`src/rtl/ivc_pkg.sv`:
```
// Package for the interrupt controller: source bit positions, register
// selector encoding. Assumes three sources and an 8-bit register view.
package ivc_pkg;
    localparam int N_SRC    = 3;
    localparam int SRC_TMR  = 0;
    localparam int SRC_PORT = 1;
    localparam int SRC_EXT  = 2;
    localparam int GIE_POS  = 7;
    localparam int REG_W    = 8;

    typedef enum logic {
        SEL_FLAG = 1'b0,
        SEL_EN   = 1'b1
    } regsel_e;
endpackage

```
`src/rtl/ivc_sync.sv`:
```
// Multi-stage synchronizer for an asynchronous input bus.
// Assumes each bit is independent (no coherent multi-bit capture needed).
module ivc_sync #(
    parameter int W      = 8,
    parameter int STAGES = 2
) (
    input  logic         clk,
    input  logic         rst_n,
    input  logic [W-1:0] d,
    output logic [W-1:0] q
);
    logic [W-1:0] chain [STAGES];

    for (genvar g = 0; g < STAGES; g++) begin : g_stage
        if (g == 0) begin : g_first
            // First stage captures the raw input
            always_ff @(posedge clk) begin
                if (!rst_n) chain[0] <= '0;
                else        chain[0] <= d;
            end
        end else begin : g_next
            // Later stages shift the previous stage on
            always_ff @(posedge clk) begin
                if (!rst_n) chain[g] <= '0;
                else        chain[g] <= chain[g-1];
            end
        end
    end

    assign q = chain[STAGES-1];
endmodule

```
`src/rtl/ivc_detect.sv`:
```
// Edge detector for the external pin and change detector for the port.
// Works on synchronized inputs; detection is held off after reset until
// the synchronizer chain carries real samples.
module ivc_detect #(
    parameter int PORT_W = 8,
    parameter int STAGES = 2
) (
    input  logic              clk,
    input  logic              rst_n,
    input  logic              ext_s,
    input  logic [PORT_W-1:0] port_s,
    input  logic              edge_sel,
    output logic              ext_evt,
    output logic              port_evt
);
    logic              ext_prev;
    logic [PORT_W-1:0] port_prev;
    logic [STAGES:0]   arm_q;
    logic              armed;

    // Previous-cycle copies of the synchronized inputs
    always_ff @(posedge clk) begin
        if (!rst_n) begin
            ext_prev  <= 1'b0;
            port_prev <= '0;
        end else begin
            ext_prev  <= ext_s;
            port_prev <= port_s;
        end
    end

    // Arming shift register: waits out the synchronizer fill after reset
    always_ff @(posedge clk) begin
        if (!rst_n) arm_q <= '0;
        else        arm_q <= {arm_q[STAGES-1:0], 1'b1};
    end

    assign armed    = arm_q[STAGES];
    assign ext_evt  = armed & (edge_sel ? (ext_s & ~ext_prev) : (~ext_s & ext_prev));
    assign port_evt = armed & (port_s != port_prev);
endmodule

```
`src/rtl/ivc_core.sv`:
```
// Flag/enable registers, master enable, request and vector generation,
// wake-up. Assumes tmr_evt, sw_int and reti are single-cycle strobes.
module ivc_core
    import ivc_pkg::*;
#(
    parameter int              ADDR_W = 11,
    parameter logic [ADDR_W-1:0] HW_VEC = 11'h008,
    parameter logic [ADDR_W-1:0] SW_VEC = 11'h002
) (
    input  logic              clk,
    input  logic              rst_n,
    input  logic              tmr_evt,
    input  logic              port_evt,
    input  logic              ext_evt,
    input  logic              reg_wr,
    input  regsel_e           reg_sel,
    input  logic [REG_W-1:0]  reg_wdata,
    output logic [REG_W-1:0]  reg_rdata,
    input  logic              sw_int,
    input  logic              reti,
    input  logic              sleep,
    output logic              take_irq,
    output logic [ADDR_W-1:0] vec_addr,
    output logic              wake
);
    logic [N_SRC-1:0]  flags_q, en_q, set_vec, flags_d;
    logic              gie_q, take_q, hw_pend, hw_take, flag_wr, en_wr;
    logic [ADDR_W-1:0] vec_q;
    logic              unused_wbits;

    assign flag_wr = reg_wr & (reg_sel == SEL_FLAG);
    assign en_wr   = reg_wr & (reg_sel == SEL_EN);

    // Event vector; the port source is gated by its own enable
    always_comb begin
        set_vec           = '0;
        set_vec[SRC_TMR]  = tmr_evt;
        set_vec[SRC_PORT] = port_evt & en_q[SRC_PORT];
        set_vec[SRC_EXT]  = ext_evt;
    end

    // Next flags: software write, then events OR-ed on top (set wins)
    assign flags_d = (flag_wr ? reg_wdata[N_SRC-1:0] : flags_q) | set_vec;

    assign hw_pend = gie_q & (|(flags_q & en_q));
    assign hw_take = hw_pend & ~sw_int;

    // Flag register update
    always_ff @(posedge clk) begin
        if (!rst_n) flags_q <= '0;
        else        flags_q <= flags_d;
    end

    // Per-source enable register update
    always_ff @(posedge clk) begin
        if (!rst_n)     en_q <= '0;
        else if (en_wr) en_q <= reg_wdata[N_SRC-1:0];
    end

    // Master enable: taking clears, return sets, else software write
    always_ff @(posedge clk) begin
        if (!rst_n)       gie_q <= 1'b0;
        else if (hw_take) gie_q <= 1'b0;
        else if (reti)    gie_q <= 1'b1;
        else if (en_wr)   gie_q <= reg_wdata[GIE_POS];
    end

    // Request pulse and vector select, software strobe first
    always_ff @(posedge clk) begin
        if (!rst_n) begin
            take_q <= 1'b0;
            vec_q  <= '0;
        end else begin
            take_q <= sw_int | hw_take;
            if (sw_int)       vec_q <= SW_VEC;
            else if (hw_take) vec_q <= HW_VEC;
        end
    end

    // Register read mux: flags are masked by their enables
    always_comb begin
        reg_rdata = '0;
        if (reg_sel == SEL_FLAG) begin
            reg_rdata[N_SRC-1:0] = flags_q & en_q;
        end else begin
            reg_rdata[N_SRC-1:0] = en_q;
            reg_rdata[GIE_POS]   = gie_q;
        end
    end

    assign unused_wbits = ^reg_wdata[GIE_POS-1:N_SRC];
    assign take_irq     = take_q;
    assign vec_addr     = vec_q;
    assign wake         = sleep & flags_q[SRC_EXT] & en_q[SRC_EXT];

    AST_TIMER_SETS_FLAG: assert property (@(posedge clk) disable iff (!rst_n)
        tmr_evt |=> flags_q[SRC_TMR]);

    for (genvar k = 0; k < N_SRC; k++) begin : g_hold
        AST_FLAG_STICKY: assert property (@(posedge clk) disable iff (!rst_n)
            flags_q[k] && !flag_wr |=> flags_q[k]);
    end

    AST_TAKE_CLEARS_GIE: assert property (@(posedge clk) disable iff (!rst_n)
        hw_take |=> (!gie_q && take_q && vec_q == HW_VEC));

    AST_RETI_SETS_GIE: assert property (@(posedge clk) disable iff (!rst_n)
        reti && !hw_take |=> gie_q);

    AST_SW_VECTOR: assert property (@(posedge clk) disable iff (!rst_n)
        sw_int |=> (take_q && vec_q == SW_VEC));

    AST_PORT_GATED: assert property (@(posedge clk) disable iff (!rst_n)
        !en_q[SRC_PORT] && !flag_wr && !flags_q[SRC_PORT] |=> !flags_q[SRC_PORT]);
endmodule

```
`src/rtl/irq_vector_ctrl.sv`:
```
// Top of the interrupt controller: synchronizes the pin and the port,
// detects events and feeds the register/request core.
// Assumes tmr_ovf is already in the clk domain.
module irq_vector_ctrl
    import ivc_pkg::*;
#(
    parameter int PORT_W = 8,
    parameter int STAGES = 2,
    parameter int ADDR_W = 11
) (
    input  logic              clk,
    input  logic              rst_n,
    input  logic              ext_pin,
    input  logic              tmr_ovf,
    input  logic [PORT_W-1:0] port_in,
    input  logic              edge_sel,
    input  logic              reg_wr,
    input  logic              reg_sel,
    input  logic [7:0]        reg_wdata,
    output logic [7:0]        reg_rdata,
    input  logic              sw_int,
    input  logic              reti,
    input  logic              sleep,
    output logic              take_irq,
    output logic [ADDR_W-1:0] vec_addr,
    output logic              wake
);
    logic              ext_s, ext_evt, port_evt;
    logic [PORT_W-1:0] port_s;
    regsel_e           sel_e;

    assign sel_e = regsel_e'(reg_sel);

    ivc_sync #(.W(1), .STAGES(STAGES)) i_sync_ext (
        .clk(clk), .rst_n(rst_n), .d(ext_pin), .q(ext_s)
    );

    ivc_sync #(.W(PORT_W), .STAGES(STAGES)) i_sync_port (
        .clk(clk), .rst_n(rst_n), .d(port_in), .q(port_s)
    );

    ivc_detect #(.PORT_W(PORT_W), .STAGES(STAGES)) i_detect (
        .clk(clk), .rst_n(rst_n), .ext_s(ext_s), .port_s(port_s),
        .edge_sel(edge_sel), .ext_evt(ext_evt), .port_evt(port_evt)
    );

    ivc_core #(.ADDR_W(ADDR_W), .HW_VEC(ADDR_W'(8)), .SW_VEC(ADDR_W'(2))) i_core (
        .clk(clk), .rst_n(rst_n),
        .tmr_evt(tmr_ovf), .port_evt(port_evt), .ext_evt(ext_evt),
        .reg_wr(reg_wr), .reg_sel(sel_e), .reg_wdata(reg_wdata),
        .reg_rdata(reg_rdata), .sw_int(sw_int), .reti(reti), .sleep(sleep),
        .take_irq(take_irq), .vec_addr(vec_addr), .wake(wake)
    );
endmodule

```
`config.mk`:
```
export PLATFORM = sky130hd
export DESIGN_NAME = irq_vector_ctrl
export DESIGN_NICKNAME = d
export VERILOG_FILES = /design/src/rtl/ivc_pkg.sv /design/src/rtl/ivc_sync.sv /design/src/rtl/ivc_detect.sv /design/src/rtl/ivc_core.sv /design/src/rtl/irq_vector_ctrl.sv
export SDC_FILE = /design/constraint.sdc
export NUM_CORES = 1
export LEC_CHECK = 0
export BUFFER_PORTS_ARGS = -buffer_cell sky130_fd_sc_hd__buf_2
export CAP_MARGIN = 20
export CORE_ASPECT_RATIO = 2
export CORE_UTILIZATION = 46
export CTS_BUF_LIST = sky130_fd_sc_hd__clkbuf_8
export DETAILED_ROUTE_END_ITERATION = 7
export GPL_TIMING_DRIVEN = 0
export PLACE_DENSITY_LB_ADDON = 0.08
export SLEW_MARGIN = 20
export SYNTH_ARGS = -nofsm -noshare
export SYNTH_HDL_FRONTEND = slang
export SYNTH_HIERARCHICAL = 1
export SYNTH_SLANG_ARGS = --single-unit
```
`constraint.sdc`:
```
create_clock -name clk -period 1 [get_ports clk]
set_input_delay 0.3 -clock clk [delete_from_list [all_inputs] [get_ports clk]]
set_output_delay 0.3 -clock clk [all_outputs]
set_load 0.1 [all_outputs]
```
---- After elaboration in Yosys (flattened, before gate mapping) ----
Memories as Yosys holds them, arrays and structs flattened.
Index checks and enable logic that the tools add are counted.
W data, S select, Z words.
word-level totals
  input port bits ......................... 26
  latch bits .............................. 0
  logic and storage cells ................. 56
  bits in read-only memories .............. 0
  bits in registers ....................... 22
  memories ................................ 2
  RAM bits ................................ 18
  output and inout bits ................... 21
memories
  name               depth  width  rd ports  clocked after Yosys merged registers in  write ports  line            text
  i_sync_port.chain  2      8      2         0                                        2            ivc_sync.sv:12  logic [W-1:0] chain [STAGES];
  i_sync_ext.chain   2      1      2         0                                        2            ivc_sync.sv:12
cells by class
  mux-type cells .......................... 15
  bitwise gates (word level) .............. 23
  div/mod/pow operators ................... 0
  shift-type cells ........................ 0
  order comparisons ....................... 0
  multipliers ............................. 0
  equal/unequal tests ..................... 1
  add/sub/neg operators ................... 0
  reductions and logical operators ........ 5
operators by type and width
  operator            number
  $mux W8             2
  $and A1 B1 Y1       11
  $mux W1             9
  $ne A8 B8 Y1        1
  $mux W3             2
  $not A1 Y1          5
  $or A1 B1 Y1        5
  $mux W2             2
  $reduce_bool A2 Y1  2
  $reduce_or A2 Y1    2
  $and A3 B3 Y3       1
  $or A3 B3 Y3        1
  $reduce_or A3 Y1    1

---- Depth between registers and ports, before layout ----
  depth in word-level cells ............... 6
  mapped depth ............................ 5
  depth with buffers taken out ............ 5

---- Cells and area by module ----
Netlist, hierarchy kept.
by module, submodules not included
  module                   cells each  instances  area an instance (um^2)
  ivc_core                 61          1          521.8
  ivc_sync at i_sync_port  33          1          446.7
  ivc_detect               38          1          427.9
  ivc_sync at i_sync_ext   4           1          52.6

---- Worst setup path before layout ----
No wires, ideal clock.
  kind .................................... input to output
  from .................................... input port reg_sel
  to ...................................... output port reg_rdata[7]
  slack ................................... -517 ps
  arrival time ............................ 1,217 ps
  path buffers ............................ 1
  cell stages on the path ................. 2
  cells stage by stage .................... buf_2 -> and2_1
between the ends
  word-level cells in the longest chain between the ends .. 1
ends and longest elaborated chain
  element             line                   text
  start: declaration  irq_vector_ctrl.sv:18  input logic reg_sel,
  $mux W1             ivc_core.sv:83         if (reg_sel == SEL_FLAG) begin
  end: declaration    irq_vector_ctrl.sv:20  output logic [7:0] reg_rdata,
No other way between the ends.

---- Worst setup path in the final report ----
  from .................................... register i_core.flags_q[2]
  to ...................................... output port wake
between the ends
  word-level cells in the longest chain between the ends .. 2
ends and longest elaborated chain
  element                     line                   text
  start: declaration          ivc_core.sv:26         logic [N_SRC-1:0] flags_q, en_q, set_vec, flags_d;
  start signal: assignment    ivc_core.sv:51         else flags_q <= flags_d;
  $and A1 B1 Y1 (2 in a row)  ivc_core.sv:94         assign wake = sleep & flags_q[SRC_EXT] & en_q[SRC_EXT];
  end: declaration            irq_vector_ctrl.sv:26  output logic wake
No other way between the ends.

==> results.py <==
metrics = {
    "sta": {
        "min_period_ns": 1.32,
        "setup_viol_count_final": 14,
        "fmax_ghz": 0.760,
        "whs_ns": 0.219,
        "fin_crit_sh_pct": 132,
        "fin_ws_ns": -0.316,
        "slew_violations": 0,
        "grt_setup_unrepaired": "yes",
        "final_hold_viol_count": 0,
        "fin_worst_skew_ns": 0.00501,
    },
    "synth": {
        "synth_flop_cell": "dfxtp_1",
        "synth_top_area_share_pct": 55.3,
        "synth_seq_cells": 40,
        "synth_common_cells": "dfxtp_1, and2_1, and2_2, buf_4, xor2_1",
        "syn_inst": 136,
        "async_flop_share_pct": 0,
        "synth_area_leaders": "dfxtp_1, and2_1, and2_2, buf_4, xor2_1",
        "synth_top_cell_by_area": "dfxtp_1",
        "synth_edf_count": 0,
        "ys_types": 27,
        "avgSynthCellArea_um2": 10.7,
        "netlist_area_um2": 1450,
        "yosysWarnings": 6,
        "seq_area_frac_synth_pct": 55.3,
        "synth.most_common_cell": "dfxtp_1",
    },
    "die": {
        "pin_count": 47,
        "fp.dieArea_um2": 3390,
        "start_util_pct": 48.7,
        "rows": 28,
        "die_h_um": 81.4,
        "die_w_um": 41.7,
        "core-area_um2": 2980,
    },
    "worst_setup_path": {
        "cp_max_fo": 4,
        "path_class": "reg -> out",
        "path_cells": "and3_4 -> buf_12",
        "crit_slowest_cell": "dfxtp_4",
        "required_ns": 0.70,
        "max_stage_delay_ns": 0.37,
        "crit_path_end_kind": "output pin",
        "cp-start-kind": "flip-flop",
        "arrival_ns": 1.02,
    },
    "clocking": {
        "tritoncts": "yes",
        "cts_made_buffers": 5,
        "clockBufferDepth": 2,
        "clock_sinks": 40,
        "h-tree-depth": 2,
        "cts_root_buf": "clkbuf_8",
        "clk_pin_slew_worst_paths_ns": 0.07,
        "clock_latency_ns": 0.29,
    },
    "drt": {
        "vias": 1005,
        "routed_wirelength_um": 2430,
        "drc": 0,
        "drt_iter0_markers": 17,
        "vias_per_cell": 4.63,
        "antenna_left": 0,
        "dr.pass1.iters": 4,
        "wl_per_cell_um": 11.2,
    },
    "grt": {
        "antenna_found_initial": 0,
        "grt_max_degree": 17,
        "gr-total-overflow": 0,
        "track_usage_pct": 16.9,
        "grt_pass1_vias": 1031,
        "grt_pass1_wl_um": 4220,
    },
    "placement": {
        "hpwl_um": 1760,
        "place_congestion": 0.762,
        "post-place-ws_ns": -0.250,
        "io_buffers": 28,
    },
    "final_layout": {
        "final_nets": 213,
        "syn2layout_area_growth_pct": 40.8,
        "drive_gt1_share_pct": 48.7,
        "filler_cell_count": 232,
        "diodes": 0,
    },
    "pwr": {
        "power_density_nw_per_um2": 1860,
        "peakVddDrop_v": 0.00172,
        "leakagePower_nw": 0.977,
    },
    "status": {
        "failed_checks": "negative setup slack",
        "outcome": "finished with violations",
    },
    "run": {
        "maxCapViolCount": 0,
    },
    "worst_hold_path": {
        "worstHoldPathType": "in -> reg",
    },
}
==> where the power goes <==
part | switching (mW) | internal [mW]
Sequential | 0.0377 | 1.67
Combinational | 0.411 | 0.208
Clock | 0.495 | 0.981
==> worst max-delay path: cells and delay by family (launching register included) <==
| family | cells | cell delay, ns |
|---|---|---|
| AND/OR/NAND/NOR | 1 | 0.19 |
| buffers and inverters | 1 | 0.17 |
| flip-flops | 1 | 0.37 |
==> cell families after synthesis <==
family,after synthesis,share of synthesized area (%)
buffers and inverters,20,9.15
muxes,3,2.07
DFF,40,55.3
and+or+nand+nor,46,20.1
AOI/OAI and AO/OA,18,8.29
xor gates and xnor gates,8,4.84
other,1,0.259
==> worst paths after layout <==
kind / startpoint / to / slack [ns] / cells past startpoint
hold / removal: ext_pin / i_sync_ext/chain[0] / 0.22 / 2
setup / recovery: i_core/flags_q[2] / wake / -0.32 / 2
setup reg to reg: i_core/flags_q[2] / i_core/vec_addr[3] / -0.29 / 4
hold reg to reg: i_sync_ext/chain[0] / i_sync_ext/chain[1] / 0.43 / 1
==> per-stage QoR <==
step | instance area [µm²] | util, % | TNS (ns) | total power [mW] | cells
floorplan | 1540 | - | -0.274 | 2.19 | 148
global placement | 1720 | 57.7 | -2.90 | 2.27 | 206
detailed placement | 1720 | 57.7 | -3.27 | 2.29 | 206
CTS | 2010 | 67.5 | -3.11 | 3.85 | 217
global route | 2040 | 68.5 | -3.51 | 3.96 | 217
finish | 2040 | 68.5 | -2.90 | 3.80 | 217
==> registers in the layout (all words and copies together), names as in the netlist <==
register	cells
i_sync_ext/chain	2
i_detect/port_prev	8
i_core/flags_q	3
i_core/vec_addr	2
i_core/take_irq	1
i_core/en_q	3
i_sync_port/chain	16
i_core/gie_q	1
i_detect/ext_prev	1
i_detect/arm_q	3
==> final cells by class <==
class / instances / area (µm²) / area share (%)
multi-input cells: 88 / 614 / 30.1
flip-flops and latches: 40 / 822 / 40.3
clock inverters: 2 / 60.1 / 2.94
well taps: 30 / 37.5 / 1.84
clock buffers: 5 / 68.8 / 3.37
repair buffers: 32 / 294 / 14.4
plain buffers: 16 / 128 / 6.26
inverters: 4 / 15.0 / 0.736
==> routing by layer <==
metal / vias to the layer above / wire, µm / track usage [%]
met2: 31 / 1520 / 33.3
met1: 452 / 777 / 13.8
met4: 0 / 61 / 11.9
met5: - / 0 / 0
met3: 5 / 75 / 4.00
li1: 517 / - / -
==> cell usage in the layout, fill, tap and decap left out, types with 2 or more instances in the layout <==
cell type | netlist | routed
dfxtp_1 | 40 | 27
buf_2 | 1 | 20
buf_4 | 13 | 16
and2_1 | 17 | 16
conb_1 | 1 | 13
and2_2 | 13 | 13
dfxtp_2 | 0 | 11
xor2_1 | 8 | 8
buf_12 | 0 | 8
a21oi_1 | 7 | 6
clkbuf_8 | 0 | 5
nand2_1 | 5 | 5
inv_1 | 4 | 4
o21a_4 | 0 | 3
mux2i_1 | 3 | 3
nand3_1 | 3 | 3
bufinv_16 | 0 | 2
dfxtp_4 | 0 | 2
buf_6 | 1 | 2
==> repair_timing <==
item	in CTS	in global routing
resized for setup	39	11
hold buffers	0	0
endpoints found under the setup margin	14	14
buffers inserted	4	0
pin swaps	6	5
Power figures use the tool's default switching activity.
